## src/rtl/irq_cause_pkg.sv

```systemverilog
package irq_cause_pkg;

  localparam int CAUSE_W    = 8;
  localparam int CMD_W      = 2;
  localparam int RX_W       = 4;
  localparam int PAD_W      = 2;
  localparam int WORD_W     = CAUSE_W + CMD_W + RX_W + PAD_W;
  localparam int BE_W       = WORD_W / 8;
  localparam int PAUSE_IDX  = 0;
  localparam int TXFAIL_IDX = 1;

  typedef struct packed {
    logic [CAUSE_W-1:0] cause;
    logic [CMD_W-1:0]   cmd_state;
    logic [RX_W-1:0]    rx_state;
    logic [PAD_W-1:0]   pad;
  } status_word_t;

endpackage

```

## src/rtl/irq_rst_sync.sv

```systemverilog
module irq_rst_sync #(
  parameter int STAGES = 2
) (
  input  logic clk_i,
  input  logic rst_ni,
  output logic rst_no
);

  logic [STAGES-1:0] sync_q;
  logic [STAGES-1:0] sync_d;

  always_comb begin
    sync_d = {sync_q[STAGES-2:0], 1'b1};
  end

  always_ff @(posedge clk_i or negedge rst_ni) begin
    if (!rst_ni) begin
      sync_q <= '0;
    end else begin
      sync_q <= sync_d;
    end
  end

  assign rst_no = sync_q[STAGES-1];

endmodule

```

## src/rtl/irq_cause_bit.sv

```systemverilog
module irq_cause_bit (
  input  logic clk_i,
  input  logic rst_ni,
  input  logic set_i,
  input  logic clr_i,
  output logic q_o
);

  logic q_q;
  logic q_d;
  logic q_en;

  always_comb begin
    q_en = set_i | clr_i;
    if (set_i) begin
      q_d = 1'b1;
    end else begin
      q_d = 1'b0;
    end
  end

  always_ff @(posedge clk_i or negedge rst_ni) begin
    if (!rst_ni) begin
      q_q <= 1'b0;
    end else if (q_en) begin
      q_q <= q_d;
    end
  end

  assign q_o = q_q;

  // an event always leaves the bit set
  a_r2_event_sets: assert property (@(posedge clk_i) disable iff (!rst_ni)
    set_i |=> q_o);

  // sticky without an acknowledge
  a_r2_sticky: assert property (@(posedge clk_i) disable iff (!rst_ni)
    (q_o && !clr_i) |=> q_o);

  // an acknowledge without an event clears the bit
  a_r3_ack_clears: assert property (@(posedge clk_i) disable iff (!rst_ni)
    (clr_i && !set_i) |=> !q_o);

  // a clear bit never sets without an event
  a_r4_no_spurious: assert property (@(posedge clk_i) disable iff (!rst_ni)
    (!q_o && !set_i) |=> !q_o);

endmodule

```

## src/rtl/irq_bus_decode.sv

```systemverilog
module irq_bus_decode
  import irq_cause_pkg::*;
(
  input  logic                wr_i,
  input  logic [BE_W-1:0]     be_i,
  input  logic [WORD_W-1:0]   wdata_i,
  input  logic [CAUSE_W-1:0]  cause_i,
  input  logic [CMD_W-1:0]    cmd_state_i,
  input  logic [RX_W-1:0]     rx_state_i,
  output logic [CAUSE_W-1:0]  ack_o,
  output logic [WORD_W-1:0]   rdata_o
);

  localparam int HI_BE = BE_W - 1;

  status_word_t word;

  always_comb begin
    if (wr_i && be_i[HI_BE]) begin
      ack_o = wdata_i[WORD_W-1 -: CAUSE_W];
    end else begin
      ack_o = '0;
    end
  end

  always_comb begin
    word.cause     = cause_i;
    word.cmd_state = cmd_state_i;
    word.rx_state  = rx_state_i;
    word.pad       = '0;
    rdata_o        = word;
  end

endmodule

```

## src/rtl/irq_cause_word.sv

```systemverilog
module irq_cause_word
  import irq_cause_pkg::*;
#(
  parameter bit HAS_PAUSE = 1'b1
) (
  input  logic                clk_i,
  input  logic                rst_ni,
  input  logic [CAUSE_W-1:0]  evt_i,
  input  logic                txfail_en_i,
  input  logic [CMD_W-1:0]    cmd_state_i,
  input  logic [RX_W-1:0]     rx_state_i,
  input  logic                wr_i,
  input  logic [BE_W-1:0]     be_i,
  input  logic [WORD_W-1:0]   wdata_i,
  output logic [WORD_W-1:0]   rdata_o,
  output logic                irq_o
);

  logic               rst_n;
  logic [CAUSE_W-1:0] ack;
  logic [CAUSE_W-1:0] evt_gated;
  logic [CAUSE_W-1:0] cause;

  irq_rst_sync #(.STAGES(2)) u_rst_sync (
    .clk_i  (clk_i),
    .rst_ni (rst_ni),
    .rst_no (rst_n)
  );

  irq_bus_decode u_bus (
    .wr_i        (wr_i),
    .be_i        (be_i),
    .wdata_i     (wdata_i),
    .cause_i     (cause),
    .cmd_state_i (cmd_state_i),
    .rx_state_i  (rx_state_i),
    .ack_o       (ack),
    .rdata_o     (rdata_o)
  );

  for (genvar k = 0; k < CAUSE_W; k++) begin : g_cause
    if (k == PAUSE_IDX && !HAS_PAUSE) begin : g_tied
      assign evt_gated[k] = 1'b0;
      assign cause[k]     = 1'b0;
    end else begin : g_live
      if (k == TXFAIL_IDX) begin : g_txf
        assign evt_gated[k] = evt_i[k] & txfail_en_i;
      end else begin : g_plain
        assign evt_gated[k] = evt_i[k];
      end
      irq_cause_bit u_bit (
        .clk_i  (clk_i),
        .rst_ni (rst_n),
        .set_i  (evt_gated[k]),
        .clr_i  (ack[k]),
        .q_o    (cause[k])
      );
    end
  end

  assign irq_o = |cause;

  // the line only falls on an edge that carried an acknowledge
  a_r5_release_on_ack: assert property (@(posedge clk_i) disable iff (!rst_n)
    $fell(irq_o) |-> $past(|ack));

  // no low gap while no acknowledge is written
  a_r7_irq_hold: assert property (@(posedge clk_i) disable iff (!rst_n)
    (irq_o && !(|ack)) |=> irq_o);

  // disabled failed-transmit cause stays clear
  a_r9_txfail_gate: assert property (@(posedge clk_i) disable iff (!rst_n)
    (!txfail_en_i && !rdata_o[8+TXFAIL_IDX] && !ack[TXFAIL_IDX]) |=> !rdata_o[8+TXFAIL_IDX]);

  // writes without the upper enable acknowledge nothing
  a_r10_no_upper_write: assert property (@(posedge clk_i) disable iff (!rst_n)
    (wr_i && !be_i[BE_W-1] && irq_o) |=> irq_o);

  // internal reset holds the word clear
  a_r11_reset_clear: assert property (@(posedge clk_i)
    !rst_n |-> (cause == '0 && !irq_o));

endmodule

```

## config.mk

```make
export PLATFORM = sky130hd
export DESIGN_NAME = irq_cause_word
export DESIGN_NICKNAME = d
export VERILOG_FILES = /design/src/rtl/irq_cause_pkg.sv /design/src/rtl/irq_rst_sync.sv /design/src/rtl/irq_cause_bit.sv /design/src/rtl/irq_bus_decode.sv /design/src/rtl/irq_cause_word.sv
export SDC_FILE = /design/constraint.sdc
export NUM_CORES = 1
export LEC_CHECK = 0
export ABC_AREA = 1
export BUFFER_PORTS_ARGS = -buffer_cell sky130_fd_sc_hd__buf_2
export CAP_MARGIN = 15
export CORE_UTILIZATION = 37
export CTS_CLUSTER_SIZE = 14
export DETAILED_ROUTE_END_ITERATION = 16
export GPL_TIMING_DRIVEN = 0
export PLACE_DENSITY = 0.89
export SYNTH_ARGS = -nofsm -noshare
export SYNTH_HDL_FRONTEND = slang
export SYNTH_SLANG_ARGS = --single-unit
```

## constraint.sdc

```tcl
create_clock -name clk_i -period 0.8 [get_ports clk_i]
set_input_delay 0.04 -clock clk_i [delete_from_list [all_inputs] [get_ports clk_i]]
set_output_delay 0.04 -clock clk_i [all_outputs]
set_load 0.01 [all_outputs]
```

After elaboration in Yosys (flattened, before gate mapping)
Cells that the tools add are included.
- register bits: 10
- bits of input ports: 36
- multiplexer cells: 9
- bitwise gates (word level): 9
- reductions and logical operators: 2
- operators with widths (cell ; count):
    $mux 1 ; 8
    $mux 8 ; 1
    $or 1x1->1 ; 8
    $reduce_or 8->1 ; 1
    $and 1x1->1 ; 1
    $logic_and 1x1->1 ; 1

Depth between registers and ports, before layout
Gate-level depths: netlist of run 1.
- depth in word-level cells: 3
- depth in mapped cells: 4

By module
Synthesis of run 1 repeated with hierarchy kept, for this count alone.
- cells, all modules: 94
- area total of the unflattened synthesis: 628.1 um^2
- modules (own cells, without submodules) (module ; instances ; cells each ; area an instance (um^2) ; seq. area each (um^2)):
    irq_cause_bit ; 8 ; 5 ; 40.0 ; 25.0
    irq_bus_decode ; 1 ; 34 ; 190.2 ; 0.0
    irq_cause_word ; 1 ; 17 ; 63.8 ; 0.0
    irq_rst_sync ; 1 ; 3 ; 53.8 ; 50.0

Worst setup path before layout of run 1
Ideal clock, no wire load.
- kind: reg-to-output
- from: reg g_cause[6].g_live.u_bit.q_q
- to: out irq_o
- data arrival time: 631 ps
- data required time: 760 ps
- setup slack: 129 ps
- cell stages (with the launch flop): 5
- buffers on the path: 0
- cells stage by stage: dfrtp_1 -> inv_1 -> nand2_1 -> nor2_1 -> nand2_1
- longest elaborated chain between the ends: 1
- ends and longest elaborated chain (what ; line ; text):
    from (decl) ; irq_cause_bit.sv:9 ; logic q_q;
    from (signal assigned) ; irq_cause_bit.sv:26 ; q_q <= q_d;
    $reduce_or 8->1 ; irq_cause_word.sv:61 ; assign irq_o = |cause;
    to (decl) ; irq_cause_word.sv:16 ; output logic irq_o
Every way passes these cells.

Worst setup path in the final report of run 1
- from: reg g_cause[1].g_live.u_bit.q_q
- to: out irq_o
- longest elaborated chain between the ends: 1
- ends and longest elaborated chain (what ; line):
    from (decl) ; irq_cause_bit.sv:9
    from (signal assigned) ; irq_cause_bit.sv:26
    $reduce_or 8->1 ; irq_cause_word.sv:61
Every way passes these cells.

==> impl_results.md, run 1 <==
* Outcome: finished with violations
* Violated checks: setup timing
* GRT overflow at 0
* Clock slew at reported path FFs at 0.07 ns
* WHS Endpoint: g_cause[7].g_live.u_bit.q_o$_DFFE_PN0P_
* # IOs at 53
* Global-route wire length before repair at 2.34 mm
* GPL Wtd Cong at ~0.67
* Num CTS Buffers at 3
* WS Path Type: flip-flop to output port
* Pwr/cell area at 1300 nW/um2
* Final Cycle Share at 138%
* Via count at about 590
* Max-slew violations at 0
* Final Skew at ~0.0038 ns
* Period minus WS final at 1.10 ns
* Hold Vio Cnt, Final at 0
* CTS Sinks at 10
* CP Capture Type: output port
* Setup-failing EPs final at 11
* FF-to-FF setup slack at -0.05 ns
* Yosys warning count at 0
* TritonCTS clock tree: yes
* Initial Util at 40.7%
* Vias per inst at 4.13
* Synth Register Bits at 10
* Synth Area per Inst at 8.14 um2
* FF-to-FF path depth at 4
* Post-synth top area share at 39.9%
* FMAX at 905 MHz
* Wire per inst at between 10 and 15 um
* R2R Path Start: g_cause[1].g_live.u_bit.q_o$_DFFE_PN0P_
* Antenna diodes at 0
* Layout cells sized above 1 at a little over half
* Leakage at 0.623 nW
* Die W at 43.2 um
* Clk buf depth at 2
* Root buffer cell: clkbuf_4
* Worst min path class: primary input to flip-flop
* Synth area leader: dfrtp_1
* Largest net degree at the start of global routing at 9
* Nets@finish at 165
* PortBufs at 33
* Fin Hold WS at 0.0302 ns
* Startpoint Class: flip-flop
* CP arrival at 1.06 ns
* Sequential area share after synthesis at between 30% and 40%
* Pre-CTS setup slack at -0.0241 ns
* Cells after Synth at 77
* RSZ-0062 raised after global routing: true
* CTS H-tree lvls at 1
* Setup ws final at -0.304 ns
* Drt initial violations at 6
* Final WL at 1.45 mm
* Hold path cells at 4
* Antenna viol nets, final at 0
* Max_cap viols at 0
* Crit-path max FO at 2
* DRC viols at 0
* Mapped Area at 627 um2
* Final TNS setup at -1.60 ns
* Area growth syn-to-layout at 71.1%
* Die Y at 43.2 um
* Antenna violations before repair at 0
* Drt first pass iters at 2
* Worst vdd ir at 0.000937 V
* Worst-skew pair later-pin latency at between 0.2 and 0.3 ns
* Core footprint at approximately 1500 um2
* Number of global-route vias before repair at between 500 and 600
* Count of cell types in the netlist at 8
* GRT Util Overall at between 15 and 20%
* WP data required at 0.76 ns
* Min-delay src: wdata_i[15]
* Worst R2R End: g_cause[1].g_live.u_bit.q_o$_DFFE_PN0P_
* Largest cells by area after synthesis: dfrtp_1 (40%), buf_4 (19%), nand2_1 (13%)
* Die area at 1860 um2
* Num rows at 14
* HPWL Detailed at just over 1 mm
==> worst max-delay path: stages, from the launching register on <==
cell and delay (ns):
dfrtp_1 0.39, inv_1 0.06, nand2_1 0.05, nor2_1 0.10, nand2_1 0.07, buf_2 0.14
==> stage by stage <==
step	instances	total power, mW	area (um2)	utilization [%]
2_1_floorplan	78	0.729	631	-
3_3_place_gp	127	0.823	816	52.9
3_5_place_dp	127	0.834	816	52.9
4_1_cts	150	1.41	1100	71.3
5_1_grt	144	1.48	1070	69.6
6_report	144	1.39	1070	69.6
==> cell usage in the layout (no fill, tap or decap) <==
master,Yosys,layout
buf_2,0,25
nand2_1,22,20
buf_6,2,20
inv_1,15,15
dfrtp_1,10,10
dlygate4sd3_1,0,10
buf_4,16,9
nand3_2,8,8
conb_1,2,3
clkbuf_4,0,3
nor2_1,2,2
nand2_4,0,1
nand2_2,0,1
clkbuf_8,0,1
==> logic make-up (layout without fill, tap and decap cells) <==
group / Yosys count / count (layout) / share of synthesized area, %
buffers and inverters: 33 / 83 / 31.7
flip-flops: 10 / 10 / 39.9
other: 2 / 3 / 1.20
AND/OR/NAND/NOR: 32 / 32 / 27.1
==> power breakdown <==
group | total [mW] | switching, mW | internal [mW] | leakage (nW)
clock network | 0.450 | 0.174 | 0.276 | 0.0210
registers | 0.560 | 0.0251 | 0.535 | 0.100
logic | 0.384 | 0.145 | 0.240 | 0.502
total | 1.39 | 0.344 | 1.05 | 0.623
==> state kept, by name, indices dropped and copies added, names as in the netlist <==
register	count
g_cause.g_live.u_bit.q_o	8
u_rst_sync.sync_q	2
==> worst max-delay path by stage <==
stage	start	slack, ns	cells past startpoint	end
floorplan	g_cause[6].g_live.u_bit.q_o$_DFFE_PN0P_	0.13	4	irq_o
global placement	g_cause[7].g_live.u_bit.q_o$_DFFE_PN0P_	-0.002	5	irq_o
global route	g_cause[5].g_live.u_bit.q_o$_DFFE_PN0P_	-0.38	5	irq_o
CTS	g_cause[4].g_live.u_bit.q_o$_DFFE_PN0P_	-0.29	5	irq_o
detailed placement	g_cause[6].g_live.u_bit.q_o$_DFFE_PN0P_	-0.02	5	irq_o
finish	g_cause[1].g_live.u_bit.q_o$_DFFE_PN0P_	-0.30	5	irq_o
==> cell usage after synthesis <==
| library cell | number |
|---|---|
| nand2_1 | 22 |
| buf_4 | 16 |
| inv_1 | 15 |
| dfrtp_1 | 10 |
| nand3_2 | 8 |
| buf_6 | 2 |
| conb_1 | 2 |
| nor2_1 | 2 |
==> layer usage <==
metal	vias up	track usage (%)	share of wire [%]
met1	253	18.2	39
met3	2	3.40	7.0
met2	31	31.9	53
met5	-	0	0
li1	308	-	-
met4	0	5.45	0.55
==> repair_timing <==
item                                    4_1_cts  5_1_grt
pin swaps                                     3        4
setup buffers                                14        1
cloned                                        0        0
hold buffers                                 10        0
gates resized for setup                      16        9
endpoints found under the setup margin        9       14
hold endpoints to repair                     10        0
==> layout make-up <==
cell class / count / area (um2)
flip-flops and latches: 10 / 250
inverters: 15 / 56.3
plain buffers: 11 / 93.8
multi-input cells: 35 / 191
repair buffers: 53 / 424
well taps: 16 / 20.0
fillers: 119 / 469
clock buffers: 4 / 36.3
Power figures use the tool's default switching activity.
==> run 2, diff against run 1 <==
Settings changed: CORE_UTILIZATION 37 to 33, PLACE_DENSITY 0.89 to 0.72.
Clock period 0.8 ns to 1.01 ns, I/O delays scaled along.
==> run 2 against run 1 <==
Net effect:
- the run still ends with setup timing left
- worst hold slack better by 0.016 ns
- via count is 0.34% lower
- combinational power shrank 32%
- clock power decreased by 44%
- die area is 12% higher
- first-iteration DRC count down 17%
- largest cell class unchanged
- register-to-register slack improved by 0.31 ns
- utilization down 11 points
==> impl_results.md, run 2 (synthesis gave the netlist of run 1 again) <==
* Global-route wire length before repair at 1.87 mm (was 2.34 mm)
* Crit-path max FO at 3 (was 2)
* FF-to-FF path depth at 3 (was 4)
* Area growth syn-to-layout at 61.7% (was 71.1%)
* CP arrival at 1.05 ns (was 1.06 ns)
* Number of global-route vias before repair at 503 (was 583)
* Commonest cells after routing, fill and taps aside: buf_2 (30), nand2_1 (22), buf_4 (19), inv_1 (15) (was buf_2 (25), nand2_1 (20), buf_6 (20), inv_1 (15))
* Nets@finish at 167 (was 165)
* Finished Layout Cells at 154 (was 144)
* Final WL at 1.29 mm (was 1.45 mm)
* Final Skew at 0.00350 ns (was 0.00375 ns)
* Root buffer cell: clkbuf_4 (unchanged)
* Layout cells sized above 1 at 51.9% (was 53.1%)
* Num CTS Buffers at 3 (unchanged)
* Violated checks: setup timing (unchanged)
* Setup ws final at -0.0859 ns (was -0.304 ns)
* Final Cycle Share at 109%
* Drt first pass iters at 2 (unchanged)
* Largest net degree at the start of global routing at 9 (unchanged)
* Outcome: finished with violations (unchanged)
* Antenna violations before repair at 0 (unchanged)
* Num rows at 15 (was 14)
* Drt initial violations at 5 (was 6)
* Wire per inst at 8.37 um (was 10.0 um)
* Antenna diodes at 0 (unchanged)
* DP Area at 827 um2 (was 816 um2)
* DRC viols at 0 (unchanged)
* WS Path Type: flip-flop to output port (unchanged)
* CTS Sinks at 10 (unchanged)
* Most common cell after layout, fill and taps aside: buf_2 (unchanged)
* Setup-failing EPs final at 5 (was 11)
* Hold Vio Cnt, Final at 0 (unchanged)
* HPWL Detailed at 904 um (was 1.01 mm)
* # IOs at 53 (unchanged)
* WP data required at 0.96 ns (was 0.76 ns)
* FMAX at slightly above 900 MHz
* Via count at 592 (was 594)
* Vias per inst at 3.84 (was 4.13)
* Initial Util at 35.9% (was 40.7%)
* GRT overflow at 0 (unchanged)
* Fin util at 58.1% (was 69.6%)
* Die W at 45.6 um (was 43.2 um)
* Worst min path class: primary input to flip-flop (unchanged)
* Max FFs per register at 8 (unchanged)
* Period minus WS final at 1.10 ns
* Antenna viol nets, final at 0 (unchanged)
* Hold path cells at 4 (unchanged)
* CP Capture Type: output port (unchanged)
* Die Y at 45.6 um (was 43.2 um)
* Worst-skew pair later-pin latency at 0.25 ns (was 0.27 ns)
* Design area at 1010 um2 (was 1070 um2)
* Clk buf depth at 2 (unchanged)
* Cells after DPL at 136 (was 127)
* PortBufs at 33 (unchanged)
* Pre-CTS setup slack at 0.191 ns (was -0.0241 ns)
* Max-slew violations at 0 (unchanged)
* Post-layout power at 0.959 mW (was 1.39 mW)
* Clock slew at reported path FFs at 0.06 ns (was 0.07 ns)
* Startpoint Class: flip-flop (unchanged)
* Worst vdd ir at 0.000594 V (was 0.000937 V)
* GRT Util Overall at 12.9% (was 16.9%)
* Pwr/cell area at 946 nW/um2 (was 1300 nW/um2)
* Max_cap viols at 0 (unchanged)
* Core footprint at 1750 um2 (was 1540 um2)
* TritonCTS clock tree: yes (unchanged)
* Die area at 2080 um2 (was 1860 um2)
* RSZ-0062 raised after global routing: true (unchanged)
* CTS H-tree lvls at 1 (unchanged)
* Leakage at 0.593 nW (was 0.623 nW)
* GPL Wtd Cong at 0.638 (was 0.667)
## run 2: cell count changes in the layout (fill, tap and decap cells not counted)
cell,delta
nand2_4,-1
nand2_2,-1
buf_6,-13
clkbuf_8,-1
nand2_1,+2
buf_2,+5
buf_4,+10
## run 2: layout make-up
type                       instances  area [um2]
inverter                          15        56.3
buffer                            16         128
tap                               25        31.3
sequential                        10         250
timing repair buffer              50         344
fill                             163         732
multi-input combinational         35         181
clock buffer                       3        22.5
## run 2: per-stage QoR
step | TNS (ns) | hold slack, ns
global placement | 0 | -0.164
detailed placement | 0 | -0.161
CTS | -0.195 | 0.0423
global route | -0.548 | 0.0639
finish | -0.283 | 0.0466
floorplan | 0 | -0.245
## run 2: worst max-delay path, cell delays in order (launching register included)
cell and delay [ns]:
dfrtp_1 0.41, inv_1 0.07, nand2_1 0.05, nor2_1 0.08, nand2_1 0.05, buf_2 0.14
## run 2: where the power goes
group | leakage, nW | switching [mW] | internal (mW) | total (mW)
combinational | 0.479 | 0.100 | 0.162 | 0.263
clock | 0.0138 | 0.116 | 0.137 | 0.253
sequential | 0.100 | 0.0195 | 0.424 | 0.443
## run 2: worst paths after layout
path | from | endpoint | slack (ns)
max | g_cause[0].g_live.u_bit.q_o$_DFFE_PN0P_ | irq_o | -0.09
max reg2reg | g_cause[0].g_live.u_bit.q_o$_DFFE_PN0P_ | g_cause[0].g_live.u_bit.q_o$_DFFE_PN0P_ | 0.26
min in group asynchronous | rst_ni | u_rst_sync.sync_q[0]$_DFF_PN0_ | 0.11
min reg2reg | u_rst_sync.sync_q[1]$_DFF_PN0_ | g_cause[5].g_live.u_bit.q_o$_DFFE_PN0P_ | 0.12
min | wdata_i[8] | g_cause[0].g_live.u_bit.q_o$_DFFE_PN0P_ | 0.05
max in group asynchronous | u_rst_sync.sync_q[1]$_DFF_PN0_ | g_cause[3].g_live.u_bit.q_o$_DFFE_PN0P_ | 0.65
## run 2: metal layers
| layer | vias to the layer above | part of all wire (%) | wire [um] | global-route usage [%] |
|---|---|---|---|---|
| li1 | 307 | - | - | - |
| met1 | 258 | 40 | 514 | 13.6 |
| met2 | 25 | 52 | 674 | 22.9 |
| met3 | 2 | 7.4 | 96 | 4.76 |
| met4 | 0 | 0.31 | 4 | 5.45 |
| met5 | - | 0 | 0 | 0 |
## run 2: repair_timing
| item | CTS | global route |
|---|---|---|
| pin swaps | 0 | 2 |
| resized for setup | 0 | 5 |
| endpoints found under the setup margin | 1 | 4 |
| endpoints found under the hold margin | 10 | 0 |
| setup buffers | 2 | 5 |
| hold buffers | 10 | 0 |
